$ cat src/rtl/fr_pkg.sv
package fr_pkg;
  localparam int unsigned OPC_W = 7;

  typedef enum logic [1:0] {
    ST_RUN     = 2'd0,
    ST_SAVE_SP = 2'd1,
    ST_SAVE_FP = 2'd2
  } fr_state_e;
endpackage

$ cat src/rtl/fr_decode.sv
module fr_decode #(
  parameter int unsigned OPC_W = 7,
  parameter logic [OPC_W-1:0] SW_OPC  = 7'h0B,
  parameter logic [OPC_W-1:0] RET_OPC = 7'h2B
) (
  input  logic             valid_i,
  input  logic [OPC_W-1:0] opc_i,
  input  logic             run_i,
  input  logic             fw_mode_i,
  output logic             sw_go_o,
  output logic             ret_go_o,
  output logic             sw_err_o
);
  logic live, is_sw, is_ret;

  assign live   = valid_i && run_i;
  assign is_sw  = live && (opc_i == SW_OPC);
  assign is_ret = live && (opc_i == RET_OPC);

  assign sw_go_o  = is_sw && !fw_mode_i;
  assign sw_err_o = is_sw && fw_mode_i;
  assign ret_go_o = is_ret && fw_mode_i;
endmodule

$ cat src/rtl/fr_save.sv
module fr_save
  import fr_pkg::*;
#(
  parameter int unsigned AW     = 32,
  parameter int unsigned DW     = 32,
  parameter int unsigned SP_OFS = 0,
  parameter int unsigned FP_OFS = 4
) (
  input  logic          clk_i,
  input  logic          rst_ni,
  input  logic          start_i,
  input  logic [DW-1:0] sp_i,
  input  logic [DW-1:0] fp_i,
  input  logic [AW-1:0] vp_i,
  input  logic          ack_i,
  output logic          req_o,
  output logic [AW-1:0] addr_o,
  output logic [DW-1:0] data_o,
  output logic          busy_o,
  output logic          done_o
);
  localparam logic [AW-1:0] SP_OFS_A = AW'(SP_OFS);
  localparam logic [AW-1:0] FP_OFS_A = AW'(FP_OFS);

  fr_state_e     st_q, st_d;
  logic [DW-1:0] sp_q, fp_q;
  logic [AW-1:0] vp_q;

  always_ff @(posedge clk_i or negedge rst_ni) begin
    if (!rst_ni) begin
      st_q <= ST_RUN;
      sp_q <= '0;
      fp_q <= '0;
      vp_q <= '0;
    end else begin
      st_q <= st_d;
      if (start_i) begin
        sp_q <= sp_i;
        fp_q <= fp_i;
        vp_q <= vp_i;
      end
    end
  end

  always_comb begin
    st_d   = st_q;
    done_o = 1'b0;
    unique case (st_q)
      ST_RUN:     if (start_i) st_d = ST_SAVE_SP;
      ST_SAVE_SP: if (ack_i)   st_d = ST_SAVE_FP;
      ST_SAVE_FP: if (ack_i) begin
                    st_d   = ST_RUN;
                    done_o = 1'b1;
                  end
      default:    st_d = ST_RUN;
    endcase
  end

  assign busy_o = (st_q != ST_RUN);
  assign req_o  = busy_o;
  assign addr_o = vp_q + ((st_q == ST_SAVE_FP) ? FP_OFS_A : SP_OFS_A);
  assign data_o = (st_q == ST_SAVE_FP) ? fp_q : sp_q;
endmodule

$ cat src/rtl/fr_pc.sv
module fr_pc #(
  parameter int unsigned   AW       = 32,
  parameter int unsigned   ILEN     = 4,
  parameter logic [AW-1:0] RESET_PC = '0,
  parameter logic [AW-1:0] FW_ENTRY = 32'h0000_8000
) (
  input  logic          clk_i,
  input  logic          rst_ni,
  input  logic          run_i,
  input  logic          sw_go_i,
  input  logic          ret_go_i,
  input  logic          save_done_i,
  input  logic [AW-1:0] dec_pc_i,
  output logic [AW-1:0] pc_o,
  output logic          fw_mode_o
);
  localparam logic [AW-1:0] STEP = AW'(ILEN);

  logic [AW-1:0] pc_q, ret_q;
  logic          fw_q;

  always_ff @(posedge clk_i or negedge rst_ni) begin
    if (!rst_ni) begin
      pc_q  <= RESET_PC;
      ret_q <= '0;
      fw_q  <= 1'b0;
    end else if (sw_go_i) begin
      ret_q <= dec_pc_i + STEP;     // pc_q frozen until stores finish
    end else if (save_done_i) begin
      pc_q  <= FW_ENTRY;
      fw_q  <= 1'b1;
    end else if (ret_go_i) begin
      pc_q  <= ret_q;
      fw_q  <= 1'b0;
    end else if (run_i) begin
      pc_q  <= pc_q + STEP;
    end
  end

  assign pc_o      = pc_q;
  assign fw_mode_o = fw_q;
endmodule

$ cat src/rtl/fetch_redirect.sv
module fetch_redirect
  import fr_pkg::*;
#(
  parameter int unsigned   AW       = 32,
  parameter int unsigned   DW       = 32,
  parameter int unsigned   IW       = 32,
  parameter int unsigned   ILEN     = 4,
  parameter logic [AW-1:0] RESET_PC = '0,
  parameter logic [AW-1:0] FW_ENTRY = 32'h0000_8000,
  parameter logic [OPC_W-1:0] SW_OPC  = 7'h0B,
  parameter logic [OPC_W-1:0] RET_OPC = 7'h2B
) (
  input  logic             clk_i,
  input  logic             rst_ni,
  input  logic             dec_valid_i,
  input  logic [OPC_W-1:0] dec_opc_i,
  input  logic [AW-1:0]    dec_pc_i,
  input  logic [DW-1:0]    sp_i,
  input  logic [DW-1:0]    fp_i,
  input  logic [AW-1:0]    vp_ptr_i,
  output logic             fetch_req_o,
  output logic             fetch_fw_o,
  output logic [AW-1:0]    fetch_pc_o,
  input  logic [IW-1:0]    app_rdata_i,
  input  logic [IW-1:0]    fw_rdata_i,
  output logic [IW-1:0]    fetch_instr_o,
  output logic             squash_o,
  output logic             mem_wr_req_o,
  output logic [AW-1:0]    mem_wr_addr_o,
  output logic [DW-1:0]    mem_wr_data_o,
  input  logic             mem_wr_ack_i,
  output logic             err_o
);
  localparam int unsigned SP_OFS = 0;
  localparam int unsigned FP_OFS = DW / 8;

  logic busy, run, fw_mode, sw_go, ret_go, sw_err, save_done, err_q;

  assign run = !busy;

  fr_decode #(
    .OPC_W   (OPC_W),
    .SW_OPC  (SW_OPC),
    .RET_OPC (RET_OPC)
  ) i_dec (
    .valid_i   (dec_valid_i),
    .opc_i     (dec_opc_i),
    .run_i     (run),
    .fw_mode_i (fw_mode),
    .sw_go_o   (sw_go),
    .ret_go_o  (ret_go),
    .sw_err_o  (sw_err)
  );

  fr_save #(
    .AW     (AW),
    .DW     (DW),
    .SP_OFS (SP_OFS),
    .FP_OFS (FP_OFS)
  ) i_save (
    .clk_i   (clk_i),
    .rst_ni  (rst_ni),
    .start_i (sw_go),
    .sp_i    (sp_i),
    .fp_i    (fp_i),
    .vp_i    (vp_ptr_i),
    .ack_i   (mem_wr_ack_i),
    .req_o   (mem_wr_req_o),
    .addr_o  (mem_wr_addr_o),
    .data_o  (mem_wr_data_o),
    .busy_o  (busy),
    .done_o  (save_done)
  );

  fr_pc #(
    .AW       (AW),
    .ILEN     (ILEN),
    .RESET_PC (RESET_PC),
    .FW_ENTRY (FW_ENTRY)
  ) i_pc (
    .clk_i       (clk_i),
    .rst_ni      (rst_ni),
    .run_i       (run),
    .sw_go_i     (sw_go),
    .ret_go_i    (ret_go),
    .save_done_i (save_done),
    .dec_pc_i    (dec_pc_i),
    .pc_o        (fetch_pc_o),
    .fw_mode_o   (fw_mode)
  );

  always_ff @(posedge clk_i or negedge rst_ni) begin
    if (!rst_ni)     err_q <= 1'b0;
    else if (sw_err) err_q <= 1'b1;
  end

  assign fetch_req_o   = run;
  assign fetch_fw_o    = fw_mode;
  assign squash_o      = sw_go || ret_go;
  assign err_o         = err_q;
  assign fetch_instr_o = fw_mode ? fw_rdata_i : app_rdata_i;
endmodule

$ cat config.mk
export PLATFORM = sky130hd
export DESIGN_NAME = fetch_redirect
export DESIGN_NICKNAME = d
export VERILOG_FILES = /design/src/rtl/fr_pkg.sv /design/src/rtl/fr_decode.sv /design/src/rtl/fr_save.sv /design/src/rtl/fr_pc.sv /design/src/rtl/fetch_redirect.sv
export SDC_FILE = /design/constraint.sdc
export NUM_CORES = 1
export LEC_CHECK = 0
export BUFFER_PORTS_ARGS = -buffer_cell sky130_fd_sc_hd__buf_2
export CAP_MARGIN = 15
export CELL_PAD_IN_SITES_DETAIL_PLACEMENT = 2
export CELL_PAD_IN_SITES_GLOBAL_PLACEMENT = 2
export CORE_MARGIN = 3
export CORE_UTILIZATION = 32
export DETAILED_ROUTE_END_ITERATION = 7
export GPL_TIMING_DRIVEN = 0
export MAX_ROUTING_LAYER = met4
export PLACE_DENSITY_LB_ADDON = 0.1
export SLEW_MARGIN = 30
export SYNTH_ARGS = -nofsm -noshare
export SYNTH_HDL_FRONTEND = slang
export SYNTH_SLANG_ARGS = --single-unit
$ cat constraint.sdc
create_clock -name clk_i -period 7.45 [get_ports clk_i]
set_input_delay 0.745 -clock clk_i [delete_from_list [all_inputs] [get_ports clk_i]]
set_output_delay 0.745 -clock clk_i [all_outputs]
set_load 0.005 [all_outputs]
Word-level counts from Yosys, hierarchy flattened
Cells that the tools add are included.
Storage, ports and cells
  output and inout port bits: 133
  bits in registers: 164
  bits of input ports: 203
  word-level logic and storage cells: 49
Operators by class
  mux-type cells: 14
  equality and inequality tests: 8
  reductions and logical operators: 15
  add/sub/neg operators: 3
  bitwise gates (word level): 1
Operators by type and width (number)
  32-bit 2-to-1 mux: 5
  32-bit by 3-bit adder with 32-bit output, second input constant: 2
  32-bit adder: 1
  7-bit by 4-bit equality test with 1-bit output, second input constant: 1
  7-bit by 6-bit equality test with 1-bit output, second input constant: 1
  1-bit logical AND: 6
  2-bit 2-to-1 mux: 3
  2-bit != test, second input constant: 3
  2-bit case mux with 3 select lines: 1
  1-bit 2-to-1 mux: 4
  2-bit AND reduction: 2
  2-bit nonzero test: 2
  3-bit 2-to-1 mux: 1
  3-bit by 1-bit != test with 1-bit output, second input constant: 1
  3-bit AND reduction: 1
  2-bit by 1-bit equality test with 1-bit output, second input constant: 1
  2-bit equality test, second input constant: 1
  1-bit logical NOT: 2
  2-bit logical NOT: 1
  1-bit logical OR: 1
  1-bit inverter: 1

Depth between registers and ports, before layout
  depth after elaboration: 7
  depth in mapped cells: 11
  gate-level depth less buffers: 8

Hierarchy
A second synthesis with hierarchy kept.
Second synthesis, totals
  cell total of the unflattened synthesis: 905
  area total of the unflattened synthesis: 9093.7 um^2
Modules (own cells, without submodules)
  fr_save: sequential area each 2452.4 um^2, times used 1, cells an instance 403, area each 4618.2 um^2
  fr_pc: sequential area each 1626.6 um^2, times used 1, cells an instance 455, area each 3828.7 um^2
  fetch_redirect: sequential area each 25.0 um^2, times used 1, cells an instance 40, area each 585.6 um^2
  fr_decode: sequential area each 0.0 um^2, times used 1, cells an instance 7, area each 61.3 um^2

Worst setup path after synthesis
OpenSTA, ideal clock, no wires.
  path type: reg-to-output
  start: reg i_save.st_q[0]
  end: out mem_wr_addr_o[20]
  arrival time: 2292 ps
  cell stages (with the launch flop): 12
  buffers on the path: 3
  data required time: 6705 ps
  path slack: 4413 ps
  path through: dfrtp_1 -> nand2b_1 -> clkbuf_1 -> inv_2 -> clkbuf_1 -> ha_1 -> ha_1 -> and3_1 -> buf_2 -> nand3_1 -> nor2_1 -> xor2_1
Between the ends
  cells in the longest elaborated chain, start to end: 3
RTL lines
  from (decl): line fr_save.sv:25  | fr_state_e st_q, st_d;
  from (signal assigned): line fr_save.sv:36  | st_q <= st_d;
  2-bit equality test: line fr_save.sv:61  | assign addr_o = vp_q + ((st_q == ST_SAVE_FP) ? FP_OFS_A : SP_OFS_A);
  3-bit 2-to-1 mux: line fr_save.sv:61
  32-bit adder: line fr_save.sv:61
  to (decl): line fetch_redirect.sv:29  | output logic [AW-1:0] mem_wr_addr_o,
Every way passes these cells.

Final worst setup path
  start: reg i_save.st_q[0]
  end: out mem_wr_addr_o[22]
The elaborated chain is that of the path after synthesis.

==> results by group <==
Flow run
  – Maxcap violations: 0

CTS
  – CTS H-tree lvls: 4
  – CTS-repair resized insts: 0
  – TritonCTS buffer count: 17
  – Clock buffer depth: 2
  – Post-CTS Setup Inserts: 0
  – Clock Latency Late Sink: 0.44 ns
  – CTS tree: yes
  – Reg clk slew, reported paths: 0.08 ns
  – Root buffer cell: clkbuf_16
  – Clk sinks: 164
  – Hold bufs inserted after CTS: 0

Worst setup path
  – CP endpoint kind: output pin
  – Critical path origin: i_save.st_q[0]$_DFFE_PN0P_
  – Worst setup SP type: flop
  – RR Endpoint: i_pc.pc_o[16]$_DFFE_PN0P_
  – Worst r2r path cells: 6
  – Arr. time, crit path: 3.59 ns
  – Setup CP Type: flop to output pin
  – Critical path data required time: 6.70 ns
  – R2r startpoint: i_pc.pc_o[3]$_DFFE_PN0P_
  – CP Max Fanout: 10
  – R2r setup slk: 5.03 ns

Finish
  – Filler instances: 3,057
  – Area grow syn2layout: 31.9%
  – Core Util, Final: 43.4%
  – Fraction of layout cells with a size suffix above 1: 42.7%
  – Layout Nets: 1,433

Synth
  – Async S/R FF share, synth: 100%
  – Mapped Cells: 870
  – Number of flops mapped to enable cells by yosys: 0
  – Sequential share of the synthesized area: 45.9%
  – Mean Syn Cell Area: 10.3 µm²
  – Top cell type's share of synthesized area: 45.9%
  – Ys Warns: 0
  – Largest cells by area after synthesis: dfrtp_1 46%, mux2_2 14%, nand2_1 6.7%, o21ai_0 3.7%, xnor2_1 3.1%
  – Synthesis-stage register bit count: 164
  – Count leader, synth: dfrtp_1
  – Ys flop type: dfrtp_1
  – Syn nets: 1,077
  – Post-synthesis cell area: 8940 µm²
  – Synth top cells by count: 164 x dfrtp_1, 160 x nand2_1, 114 x mux2_2, 66 x o21ai_0, 39 x nand3_1
  – Count of cell types in the netlist: 60
  – Synth area leader: dfrtp_1

Place
  – Placer Congestion: 0.796
  – HPWL Detailed: 27.4 mm
  – Port Buffers: 335

Route
  – Drt pass-1 iters: 4
  – Drc violations: 0
  – WL/cell: 21.4 µm
  – First DRT Iteration DRCs: 371
  – Vias post-DR: 8,159
  – Detail Route Antenna Nets: 0
  – Drt total wl: 34.7 mm
  – Via density per instance: 5.04

Timing
  – Pins Over Slew Limit: 0
  – Final Setup Violations: 0
  – Hold Vio Cnt, Final: 0
  – Final Critical Period: 4.34 ns
  – RSZ-0062 raised after global routing: no
  – Max Freq: 0.231 GHz
  – Least-Margin Pin Slew: 0.904 ns
  – Setup TNS: 0 ns
  – Worst slew margin: 39.3%
  – Clock Skew: 0.0161 ns
  – Part of the cycle the worst path needs: 58.2%

GRT
  – Vias in the first global route: 9,026
  – First-pass GRT wire length: 54.5 mm
  – Largest net degree at the start of global routing: 77
  – Grt ovf: 0
  – Gr usage total: 23.8%
  – Initial antenna violation count: 7

Run status
  – Status: finished clean

Floorplanning
  – Cell Rows: 60
  – IO Pins: 336
  – Initial core utilization: 32.9%
  – Horiz. Die Dim: 173 µm
  – Die area: 30,000 µm²
  – Die height: 173 µm
  – Core Box Area: 27,200 µm²

Power
  – P per Cell Area: 204 nW/µm²
  – Maximum VDD drop: 0.102 mV
  – Leakage: 0.00614 µW

Worst hold path
  – Worst Hold Class: input pin to asynchronous set/reset pin
[area by class of cell]
type | count | area [µm²] | area share, %
Antenna cell | 7 | 17.5 | 0.148
Tap cell | 372 | 465 | 3.94
Timing Repair Buffer | 337 | 1740 | 14.8
Multi-Input combinational cell | 647 | 4510 | 38.3
Buffer | 50 | 292 | 2.47
Clock inverter | 15 | 205 | 1.74
Clock buffer | 17 | 425 | 3.61
Inverter | 9 | 33.8 | 0.286
Sequential cell | 164 | 4100 | 34.8
[per-layer routing]
layer	part of all wire (%)	vias up	wire (µm)	track usage [%]
met4	1.7	0	599	5.27
met5	0	-	0	-
met1	41	4086	14300	27.9
met3	5.6	23	1930	5.67
li1	-	3813	-	-
met2	51	237	17800	41.7
[registers in the layout (all words and copies together), names as in the netlist]
name	count
i_save.vp_q	32
i_pc.ret_q	32
err_o	1
i_save.st_q	2
i_pc.pc_o	32
i_save.sp_q	32
i_pc.fw_mode_o	1
i_save.fp_q	32
[cells in the final DEF (no fill, tap or decap), types with 3 or more instances in the layout]
master and n:
buf_2 351, dfrtp_1 164, nand2_1 160, mux2_2 114
o21ai_0 66, nand3_1 39, xnor2_1 32, and3_1 28
xor2_1 25, nand4_1 20, clkbuf_1 18, mux2_1 18
nor2_1 17, nor3_1 17, clkbuf_16 17, a21oi_1 15
and4_1 13, buf_6 10, a22o_1 10, inv_1 8
diode_2 7, a21o_1 6, nor4_1 6, clkinv_8 5
o31a_1 4, ha_1 4, and2_1 3, nand2b_1 3
buf_1 3, a22oi_1 3, a211oi_1 3, nor3b_1 3
mux2i_1 3, inv_6 3, inv_8 3
[cell families (layout without fill, tap and decap cells)]
logic type / count (synthesis) / after routing / synth area share, %
multiplexers: 135 / 135 / 17.0
AO/OA/AOI/OAI: 122 / 122 / 8.25
AND/OR/NAND/NOR: 329 / 329 / 19.1
buffers and inverters: 59 / 428 / 3.64
other: 0 / 7 / 0
adder cells (fa/ha/maj): 4 / 4 / 0.560
flip-flops: 164 / 164 / 45.9
XOR/XNOR: 57 / 57 / 5.58
[report_power, final]
group	total [µW]	internal [µW]	leakage [µW]	switching (µW)
combinational	390	198	0.00360	192
clock	940	491	0.000305	449
sequential	1080	968	0.00223	109
[metrics by stage]
step	total power, µW	std cells	setup slack [ns]	hold WS, ns	area [µm²]
detailed placement	1490	1579	3.49	0.474	11200
floorplan	1230	870	4.41	0.444	8940
finish	2410	1618	3.11	0.135	11800
CTS	2440	1611	2.99	0.123	11800
global route	2530	1618	2.75	0.120	11800
global placement	1470	1577	2.77	0.460	11100
[worst max path at each step]
stage | to | slack [ns] | depth (start not counted)
after global placement | i_pc.pc_o[21]$_DFFE_PN0P_ | 2.77 | 1
after global routing | mem_wr_addr_o[22] | 2.75 | 12
after floorplan | mem_wr_addr_o[20] | 4.41 | 11
after detailed placement | mem_wr_addr_o[22] | 3.49 | 12
final | mem_wr_addr_o[22] | 3.11 | 12
after CTS | mem_wr_addr_o[22] | 2.99 | 12
[critical path, stage by stage (launching register included)]
cell	delay, ns
dfrtp_1	0.44
nand2b_1	0.17
clkbuf_1	0.21
inv_2	0.22
clkbuf_1	0.43
ha_1	0.33
ha_1	0.24
and3_1	0.17
buf_2	0.25
nand3_1	0.19
nor2_1	0.16
xor2_1	0.20
buf_2	0.14
No activity file was read; power rests on OpenSTA's default activity.
